[config.mk]
export PLATFORM = sky130hd
export DESIGN_NAME = phyacc_nested
export DESIGN_NICKNAME = d
export VERILOG_FILES = /design/src/rtl/phyacc_pkg.sv /design/src/rtl/phyacc_cmd_fmt.sv /design/src/rtl/phyacc_poll_ctr.sv /design/src/rtl/phyacc_seq.sv /design/src/rtl/phyacc_nested.sv
export SDC_FILE = /design/constraint.sdc
export NUM_CORES = 1
export LEC_CHECK = 0
export ABC_AREA = 1
export BUFFER_PORTS_ARGS = -buffer_cell sky130_fd_sc_hd__buf_2
export CAP_MARGIN = 20
export CORE_MARGIN = 4
export CORE_UTILIZATION = 45
export CTS_BUF_LIST = sky130_fd_sc_hd__clkbuf_8
export CTS_CLUSTER_DIAMETER = 200
export DETAILED_ROUTE_END_ITERATION = 8
export PLACE_DENSITY = 0.81
export SYNTH_ARGS = -nofsm -noshare
export SYNTH_HDL_FRONTEND = slang
export SYNTH_HIERARCHICAL = 1
export SYNTH_SLANG_ARGS = --single-unit
[constraint.sdc]
create_clock -name clk -period 2.2 [get_ports clk]
set_input_delay 0.11 -clock clk [delete_from_list [all_inputs] [get_ports clk]]
set_output_delay 0.11 -clock clk [all_outputs]
set_load 0.01 [all_outputs]
[src/rtl/phyacc_pkg.sv]
// Package: shared types and command field constants for the nested
// PHY access sequencer. Assumes a 16-bit command word.
package phyacc_pkg;

    typedef enum logic [1:0] {
        OP_C22_RD = 2'b00,
        OP_C22_WR = 2'b01,
        OP_C45_RD = 2'b10,
        OP_C45_WR = 2'b11
    } op_e;

    typedef enum logic [3:0] {
        ST_IDLE,
        ST_POLL_A,
        ST_LD_ADDR,
        ST_CMD_ADDR,
        ST_POLL_B,
        ST_LD_VAL,
        ST_CMD_OP,
        ST_POLL_C,
        ST_RD_DATA
    } st_e;

    localparam logic [1:0] C22_OPC_RD    = 2'b10;
    localparam logic [1:0] C22_OPC_WR    = 2'b01;
    localparam logic [1:0] C45_OPC_ADDR  = 2'b00;
    localparam logic [1:0] C45_OPC_WR    = 2'b01;
    localparam logic [1:0] C45_OPC_RD    = 2'b11;
    localparam logic [1:0] C45_OPC_RDINC = 2'b10;

    localparam int BUSY_BIT = 15;
    localparam int C22_BIT  = 12;
    localparam int OPC_LSB  = 10;
    localparam int PORT_LSB = 5;

endpackage

[src/rtl/phyacc_cmd_fmt.sv]
// Module: builds the command word written to the remote command register.
// Purely combinational. Assumes PORT_LSB + PORT_W <= OPC_LSB and
// REG_W <= PORT_LSB so the fields do not overlap.
module phyacc_cmd_fmt
    import phyacc_pkg::*;
#(
    parameter int PORT_W = 5,
    parameter int REG_W  = 5,
    parameter int DATA_W = 16
) (
    input  op_e               op,
    input  logic              addr_phase,
    input  logic [PORT_W-1:0] port,
    input  logic [REG_W-1:0]  regad,
    output logic [DATA_W-1:0] word
);

    logic [1:0] opc;

    // Select the two-bit opcode for the operation and phase.
    always_comb begin
        unique case (op)
            OP_C22_RD: opc = C22_OPC_RD;
            OP_C22_WR: opc = C22_OPC_WR;
            OP_C45_RD: opc = addr_phase ? C45_OPC_ADDR : C45_OPC_RD;
            default:   opc = addr_phase ? C45_OPC_ADDR : C45_OPC_WR;
        endcase
    end

    // Assemble the fields into the command word.
    always_comb begin
        word = '0;
        word[BUSY_BIT] = 1'b1;
        word[C22_BIT] = ~op[1];
        word[OPC_LSB +: 2] = opc;
        word[PORT_LSB +: PORT_W] = port;
        word[0 +: REG_W] = regad;
    end

endmodule

[src/rtl/phyacc_poll_ctr.sv]
// Module: counts consecutive busy polls. It raises at_last on the poll that
// would be the LIMIT-th busy result. Assumes LIMIT >= 1. It wraps to zero
// on that poll so it never holds a value above LIMIT-1.
module phyacc_poll_ctr #(
    parameter int LIMIT = 1600
) (
    input  logic clk,
    input  logic rst_n,
    input  logic clear,
    input  logic bump,
    output logic at_last
);

    localparam int CW = $clog2(LIMIT + 1);

    logic [CW-1:0] cnt;

    assign at_last = (cnt == CW'(LIMIT - 1));

    // Track busy polls seen in the current poll phase.
    always_ff @(posedge clk) begin
        if (!rst_n) begin
            cnt <= '0;
        end else if (clear) begin
            cnt <= '0;
        end else if (bump) begin
            cnt <= at_last ? '0 : cnt + 1'b1;
        end
    end

    assert_cnt_bound_R3: assert property (@(posedge clk) disable iff (!rst_n)
        cnt < CW'(LIMIT));

endmodule

[src/rtl/phyacc_seq.sv]
// Module: the sequencer. It walks a request through the chain of
// lower-level transfers. Assumes the lower port completes a transfer in any
// cycle where ll_req and ll_ack are both high, with ll_rdata and ll_err
// valid in that cycle.
module phyacc_seq
    import phyacc_pkg::*;
#(
    parameter int          PORT_W   = 5,
    parameter int          REG_W    = 5,
    parameter int          DATA_W   = 16,
    parameter int          LL_AW    = 5,
    parameter logic [4:0]  GLB_DEV  = 5'h1c,
    parameter logic [4:0]  CMD_REG  = 5'h18,
    parameter logic [4:0]  DATA_REG = 5'h19
) (
    input  logic              clk,
    input  logic              rst_n,
    input  logic              host_req,
    input  logic [1:0]        host_op,
    input  logic [PORT_W-1:0] host_port,
    input  logic [REG_W-1:0]  host_reg,
    input  logic [DATA_W-1:0] host_addr,
    input  logic [DATA_W-1:0] host_wdata,
    output logic              host_busy,
    output logic              host_done,
    output logic              host_err,
    output logic [DATA_W-1:0] host_rdata,
    output logic              ll_req,
    output logic              ll_we,
    output logic [LL_AW-1:0]  ll_dev,
    output logic [LL_AW-1:0]  ll_reg,
    output logic [DATA_W-1:0] ll_wdata,
    input  logic              ll_ack,
    input  logic [DATA_W-1:0] ll_rdata,
    input  logic              ll_err,
    input  logic [DATA_W-1:0] cmd_word,
    output op_e               op_q,
    output logic [PORT_W-1:0] port_q,
    output logic [REG_W-1:0]  reg_q,
    output logic              addr_phase,
    input  logic              at_last,
    output logic              poll_clear,
    output logic              poll_bump
);

    st_e               state, nxt;
    logic [DATA_W-1:0] addr_q, wd_q;
    logic              xfer, is_poll, still_busy, fin, fin_err, cap;

    assign xfer       = ll_req && ll_ack;
    assign is_poll    = (state == ST_POLL_A) || (state == ST_POLL_B) || (state == ST_POLL_C);
    assign still_busy = is_poll && ll_rdata[BUSY_BIT];
    assign poll_bump  = xfer && !ll_err && still_busy;
    assign poll_clear = (state == ST_IDLE) || (xfer && !poll_bump);
    assign addr_phase = (state == ST_CMD_ADDR);
    assign host_busy  = (state != ST_IDLE);

    // Choose the next step of the chain from the operation and the transfer result.
    always_comb begin
        nxt = state;
        fin = 1'b0;
        fin_err = 1'b0;
        cap = 1'b0;
        if (state == ST_IDLE) begin
            if (host_req) nxt = ST_POLL_A;
        end else if (xfer) begin
            if (ll_err) begin
                fin = 1'b1;
                fin_err = 1'b1;
            end else if (still_busy) begin
                if (at_last) begin
                    fin = 1'b1;
                    fin_err = 1'b1;
                end
            end else begin
                unique case (state)
                    ST_POLL_A: begin
                        if (op_q == OP_C22_RD)      nxt = ST_CMD_OP;
                        else if (op_q == OP_C22_WR) nxt = ST_LD_VAL;
                        else                        nxt = ST_LD_ADDR;
                    end
                    ST_LD_ADDR:  nxt = ST_CMD_ADDR;
                    ST_CMD_ADDR: nxt = ST_POLL_B;
                    ST_POLL_B:   nxt = (op_q == OP_C45_RD) ? ST_CMD_OP : ST_LD_VAL;
                    ST_LD_VAL:   nxt = ST_CMD_OP;
                    ST_CMD_OP: begin
                        if (op_q[0]) fin = 1'b1;
                        else         nxt = ST_POLL_C;
                    end
                    ST_POLL_C:   nxt = ST_RD_DATA;
                    ST_RD_DATA: begin
                        fin = 1'b1;
                        cap = 1'b1;
                    end
                    default:     nxt = ST_IDLE;
                endcase
            end
            if (fin) nxt = ST_IDLE;
        end
    end

    // Advance the state and latch the request fields on acceptance.
    always_ff @(posedge clk) begin
        if (!rst_n) begin
            state  <= ST_IDLE;
            op_q   <= OP_C22_RD;
            port_q <= '0;
            reg_q  <= '0;
            addr_q <= '0;
            wd_q   <= '0;
        end else begin
            state <= nxt;
            if (state == ST_IDLE && host_req) begin
                op_q   <= op_e'(host_op);
                port_q <= host_port;
                reg_q  <= host_reg;
                addr_q <= host_addr;
                wd_q   <= host_wdata;
            end
        end
    end

    // Register the completion pulse, the error flag and the read result.
    always_ff @(posedge clk) begin
        if (!rst_n) begin
            host_done  <= 1'b0;
            host_err   <= 1'b0;
            host_rdata <= '0;
        end else begin
            host_done <= fin;
            if (fin) begin
                host_err   <= fin_err;
                host_rdata <= cap ? ll_rdata : '0;
            end
        end
    end

    // Drive the lower-level transfer from the current step.
    always_comb begin
        ll_req = (state != ST_IDLE);
        ll_dev = LL_AW'(GLB_DEV);
        ll_we  = 1'b0;
        ll_reg = LL_AW'(CMD_REG);
        ll_wdata = '0;
        unique case (state)
            ST_LD_ADDR: begin
                ll_we = 1'b1;
                ll_reg = LL_AW'(DATA_REG);
                ll_wdata = addr_q;
            end
            ST_LD_VAL: begin
                ll_we = 1'b1;
                ll_reg = LL_AW'(DATA_REG);
                ll_wdata = wd_q;
            end
            ST_CMD_ADDR, ST_CMD_OP: begin
                ll_we = 1'b1;
                ll_wdata = cmd_word;
            end
            ST_RD_DATA: ll_reg = LL_AW'(DATA_REG);
            default: ;
        endcase
    end

    assert_req_hold_R11: assert property (@(posedge clk) disable iff (!rst_n)
        ll_req && !ll_ack |=> ll_req && $stable(ll_we) && $stable(ll_reg) && $stable(ll_wdata));

    assert_err_abort_R9: assert property (@(posedge clk) disable iff (!rst_n)
        xfer && ll_err |=> host_done && host_err && !ll_req);

    assert_timeout_R3: assert property (@(posedge clk) disable iff (!rst_n)
        poll_bump && at_last |=> host_done && host_err && !ll_req);

    assert_cmd_word_R4: assert property (@(posedge clk) disable iff (!rst_n)
        ll_req && ll_we && ll_reg == LL_AW'(CMD_REG) |-> ll_wdata[BUSY_BIT] && (ll_wdata[C22_BIT] == !op_q[1]));

    assert_done_pulse_R12: assert property (@(posedge clk) disable iff (!rst_n)
        host_done |-> !host_busy ##1 !host_done);

endmodule

[src/rtl/phyacc_nested.sv]
// Module: top of the nested PHY access sequencer. It joins the sequencer,
// the command word builder and the busy-poll counter. Assumes DATA_W is 16
// and that one request is in flight at a time.
module phyacc_nested
    import phyacc_pkg::*;
#(
    parameter int          POLL_LIMIT = 1600,
    parameter int          PORT_W     = 5,
    parameter int          REG_W      = 5,
    parameter int          DATA_W     = 16,
    parameter int          LL_AW      = 5,
    parameter logic [4:0]  GLB_DEV    = 5'h1c,
    parameter logic [4:0]  CMD_REG    = 5'h18,
    parameter logic [4:0]  DATA_REG   = 5'h19
) (
    input  logic              clk,
    input  logic              rst_n,
    input  logic              host_req,
    input  logic [1:0]        host_op,
    input  logic [PORT_W-1:0] host_port,
    input  logic [REG_W-1:0]  host_reg,
    input  logic [DATA_W-1:0] host_addr,
    input  logic [DATA_W-1:0] host_wdata,
    output logic              host_busy,
    output logic              host_done,
    output logic              host_err,
    output logic [DATA_W-1:0] host_rdata,
    output logic              ll_req,
    output logic              ll_we,
    output logic [LL_AW-1:0]  ll_dev,
    output logic [LL_AW-1:0]  ll_reg,
    output logic [DATA_W-1:0] ll_wdata,
    input  logic              ll_ack,
    input  logic [DATA_W-1:0] ll_rdata,
    input  logic              ll_err
);

    op_e               op_q;
    logic [PORT_W-1:0] port_q;
    logic [REG_W-1:0]  reg_q;
    logic              addr_phase, at_last, poll_clear, poll_bump;
    logic [DATA_W-1:0] cmd_word;

    phyacc_cmd_fmt #(
        .PORT_W(PORT_W), .REG_W(REG_W), .DATA_W(DATA_W)
    ) u_fmt (
        .op(op_q), .addr_phase(addr_phase), .port(port_q), .regad(reg_q), .word(cmd_word)
    );

    phyacc_poll_ctr #(.LIMIT(POLL_LIMIT)) u_ctr (
        .clk(clk), .rst_n(rst_n), .clear(poll_clear), .bump(poll_bump), .at_last(at_last)
    );

    phyacc_seq #(
        .PORT_W(PORT_W), .REG_W(REG_W), .DATA_W(DATA_W), .LL_AW(LL_AW),
        .GLB_DEV(GLB_DEV), .CMD_REG(CMD_REG), .DATA_REG(DATA_REG)
    ) u_seq (
        .clk(clk), .rst_n(rst_n),
        .host_req(host_req), .host_op(host_op), .host_port(host_port), .host_reg(host_reg),
        .host_addr(host_addr), .host_wdata(host_wdata),
        .host_busy(host_busy), .host_done(host_done), .host_err(host_err), .host_rdata(host_rdata),
        .ll_req(ll_req), .ll_we(ll_we), .ll_dev(ll_dev), .ll_reg(ll_reg), .ll_wdata(ll_wdata),
        .ll_ack(ll_ack), .ll_rdata(ll_rdata), .ll_err(ll_err),
        .cmd_word(cmd_word), .op_q(op_q), .port_q(port_q), .reg_q(reg_q),
        .addr_phase(addr_phase), .at_last(at_last), .poll_clear(poll_clear), .poll_bump(poll_bump)
    );

endmodule

==> flow_summary.toml <==
[synthesis]
synth_top_area_share = 0.417
yosysTopAreaCell = "dfxtp_1"
synthTopCellsByArea = "dfxtp_1, nand2_1, a21oi_1"
yosysSeqAreaShare = 0.417
synth-async-reset-ratio = 0
synthFlopType = "dfxtp_1"
avgSynthCellArea_um2 = 7.32
ys_warn_count = 6
synth-seq-cells = 77
synth.cell_area_mm2 = 0.00370
syn-instance-count = 505
synth_cell_types = 31
synth_edf_count = 0

[place]
placed_area_mm2 = 0.00413
hpwl_um = 6670
dp_cells = 678
gp_congestion = 0.854
numPortBuffers = 102
place_ws_ns = 0.137

[power]
power.density_mw_per_mm2 = 1060
switchingPower_mw = 1.74
swShare = 0.373
power_frac_clock = 0.246
power_frac_comb = 0.353
peakVddDrop_v = 0.000509
power_leakage_nw = 1.96
power_mw = 4.66
cell_internal_pwr_mw = 2.92
pwr-share-seq = 0.401

[clocking]
cts_max_path_buffers = 2
path_clk_slew_ns = 0.07
tritoncts = "yes"
h-tree-depth = 3
clockRootBuffer = "clkbuf_8"
cts_inserted_buffers = 9
cts_sinks = 77
insertion_delay_ns = 0.34

[sta]
worst_pin_slew_ns = 0.639
finalHoldViolCount = 0
fin_crit_ns = 2.05
finalCritPeriodShare = 0.930
maxSlewHeadroom = 0.572
skew_ns = 0.00786
tns_ns = 0
whs_ns = 0.0156
rsz0062_at_grt = "true"
slew_violations = 0
finalSetupViolations = 0
fmax_mhz = 489
setup_slack_ns = 0.154

[cells_and_area]
nets = 659
final_util = 0.562
drive_gt1_frac = 0.272
syn_to_final_growth_pct = 19.2
final_area_mm2 = 0.00441
antenna_cells = 0
fin_cells = 698

[worst_setup_path]
cp.required_ns = 2.48
start_kind = "register"
path_class = "register to register"
cp_slowest_stage_delay_ns = 0.41
critPathSlowestCell = "dfxtp_1"
worstPathCellList = "inv_1 > nor2_1 > nand2_1 > nand3_2 > nand2_1 > nor3_2 > buf_4 > nand2_4 > nor2_4 > nand4_2 > nor2_1 > nor2_1 > nor2_2"
crit_buf_inv = 2
cp_common_cell = "nor2_1"
worstPathMaxFanout = 7
end_kind = "register"
cp_top_family = "simple AND/OR/NAND/NOR gates"
arrival_ns = 2.33

[min_path]
hp-class = "primary input to register"

[detailed_routing]
first_pass_iters = 5
drtIter0Drc = 238
drcViolationCount = 0
viasPerCell = 5.15
ant_nets = 0
avgRoutedWirePerCell_um = 13.3
drt-total-wl_um = 9260
vias = 3597

[global_routing]
antenna_found_initial = 0
grt_overflow_total = 0
grt_use_total = 0.186
grt_pass1_vias = 3331
grt_pass1_wl_um = 14900
grt_max_degree = 74

[floorplan]
die-area_mm2 = 0.00973
die-width_um = 98.7
die_h_um = 98.7
row_count = 32
placeableCoreArea_mm2 = 0.00785
ios = 112
start_util = 0.471

[job]
maxCapViolations = 0

[status]
status = "completed"
[layout make-up]
| cell class | instances | area (µm²) |
|---|---|---|
| clock inverters | 4 | 73.8 |
| flip-flops and latches | 77 | 1540 |
| fillers | 740 | 3440 |
| well taps | 102 | 128 |
| repair buffers | 113 | 618 |
| inverters | 67 | 251 |
| multi-input cells | 324 | 1650 |
| repair inverters | 1 | 7.51 |
| clock buffers | 10 | 138 |
[logic make-up (layout without fill, tap and decap cells)]
kind of cell / Yosys count / after routing / synth area share
compound gates: 122 / 122 / 0.185
xor+xnor: 2 / 2 / 0.00474
fa+ha+maj: 1 / 1 / 0.00338
buf+inv: 112 / 195 / 0.148
flops: 77 / 77 / 0.417
other cells: 4 / 12 / 0.00406
simple gates: 187 / 187 / 0.238
[state kept, by name (all words and copies together), names as in the netlist]
register	count
u_ctr/cnt	11
u_seq/addr_q	16
u_seq/host_done	1
u_seq/host_err	1
u_seq/host_rdata	16
u_seq/op_q	2
u_seq/port_q	5
u_seq/reg_q	5
u_seq/state	4
u_seq/wd_q	16
[repair_timing]
action,in CTS,in global routing
endpoints found under the hold margin,5,0
setup buffers,0,0
cloned,0,1
gates resized for setup,1,4
hold buffers,5,0
setup endpoints to repair,11,22
[cell usage after synthesis (2+ instances only)]
cell,n
nand4_1,6
o221ai_1,16
xor2_1,2
inv_2,7
dfxtp_1,77
nor2_1,30
buf_6,5
nor3_1,3
buf_4,23
nand2_4,2
nand2_2,5
clkbuf_1,14
buf_2,3
conb_1,4
nand3_1,22
nand3_2,5
inv_1,60
nand2_1,100
nor2_4,4
nor2_2,6
a21oi_1,66
o21ai_0,36
[placed cells by master (no fill, tap or decap)]
cell type      synthesis  layout
nand2_4                2       2
nor3_1                 3       2
clkinv_4               0       1
inv_2                  7       8
a21oi_1               66      65
dlygate4sd3_1          0       5
nor2_2                 6       7
clkinv_2               0       1
or2_0                  1       1
o21ai_1                1       1
nor2_4                 4       4
o221ai_1              16      16
nand4_1                6       6
nand2_2                5       6
nand2_1              100      99
a21oi_2                1       2
nand3_2                5       5
clkinvlp_4             0       1
buf_4                 23       5
inv_1                 60      59
clkbuf_8               0      10
nor3_2                 0       1
buf_2                  3     102
nand4_2                1       1
ha_1                   1       1
nor3b_1                1       1
dfxtp_1               77      77
nor3_4                 1       1
o21ai_2                1       1
o21bai_2               1       1
conb_1                 4      12
xor2_1                 2       2
buf_12                 0       1
nand3_1               22      22
nor2_1                30      29
o21ai_0               36      36
bufinv_16              0       2
[power by group through the flow]
| stage | Clock, mW | Sequential, mW | Combinational, mW |
|---|---|---|---|
| after floorplan | 0 | 1.87 | 1.28 |
| after global placement | 0 | 1.88 | 1.55 |
| after detailed placement | 0 | 1.90 | 1.60 |
| after CTS | 1.17 | 1.87 | 1.62 |
| after global routing | 1.22 | 1.90 | 1.84 |
| final | 1.15 | 1.87 | 1.65 |
[worst reg2reg max path, cell delays in order (launching register included)]
cell and delay, ns:
dfxtp_1 0.41, inv_1 0.09, nor2_1 0.20, nand2_1 0.14, nand3_2 0.14, nand2_1 0.07, nor3_2 0.18, buf_4 0.21
nand2_4 0.07, nor2_4 0.14, nand4_2 0.10, nor2_1 0.12, nor2_1 0.06, nor2_2 0.07
[worst paths after layout]
path	from	endpoint	slack, ns	depth (start not counted)
setup reg to reg	u_seq/state[0]	u_ctr/cnt[9]	0.15	13
hold / removal	ll_rdata[7]	u_seq/host_rdata[7]	0.02	3
hold reg to reg	u_seq/addr_q[8]	u_seq/addr_q[8]	0.45	2
setup / recovery	u_seq/state[0]	u_ctr/cnt[9]	0.15	13
[routing by layer]
| metal | global-route usage | wire (µm) |
|---|---|---|
| met1 | 0.231 | 3950 |
| met2 | 0.311 | 4440 |
| met3 | 0.0517 | 692 |
| met4 | 0.0609 | 170 |
| met5 | 0 | 0 |
Note: power is estimated with default switching activity, not from simulation.
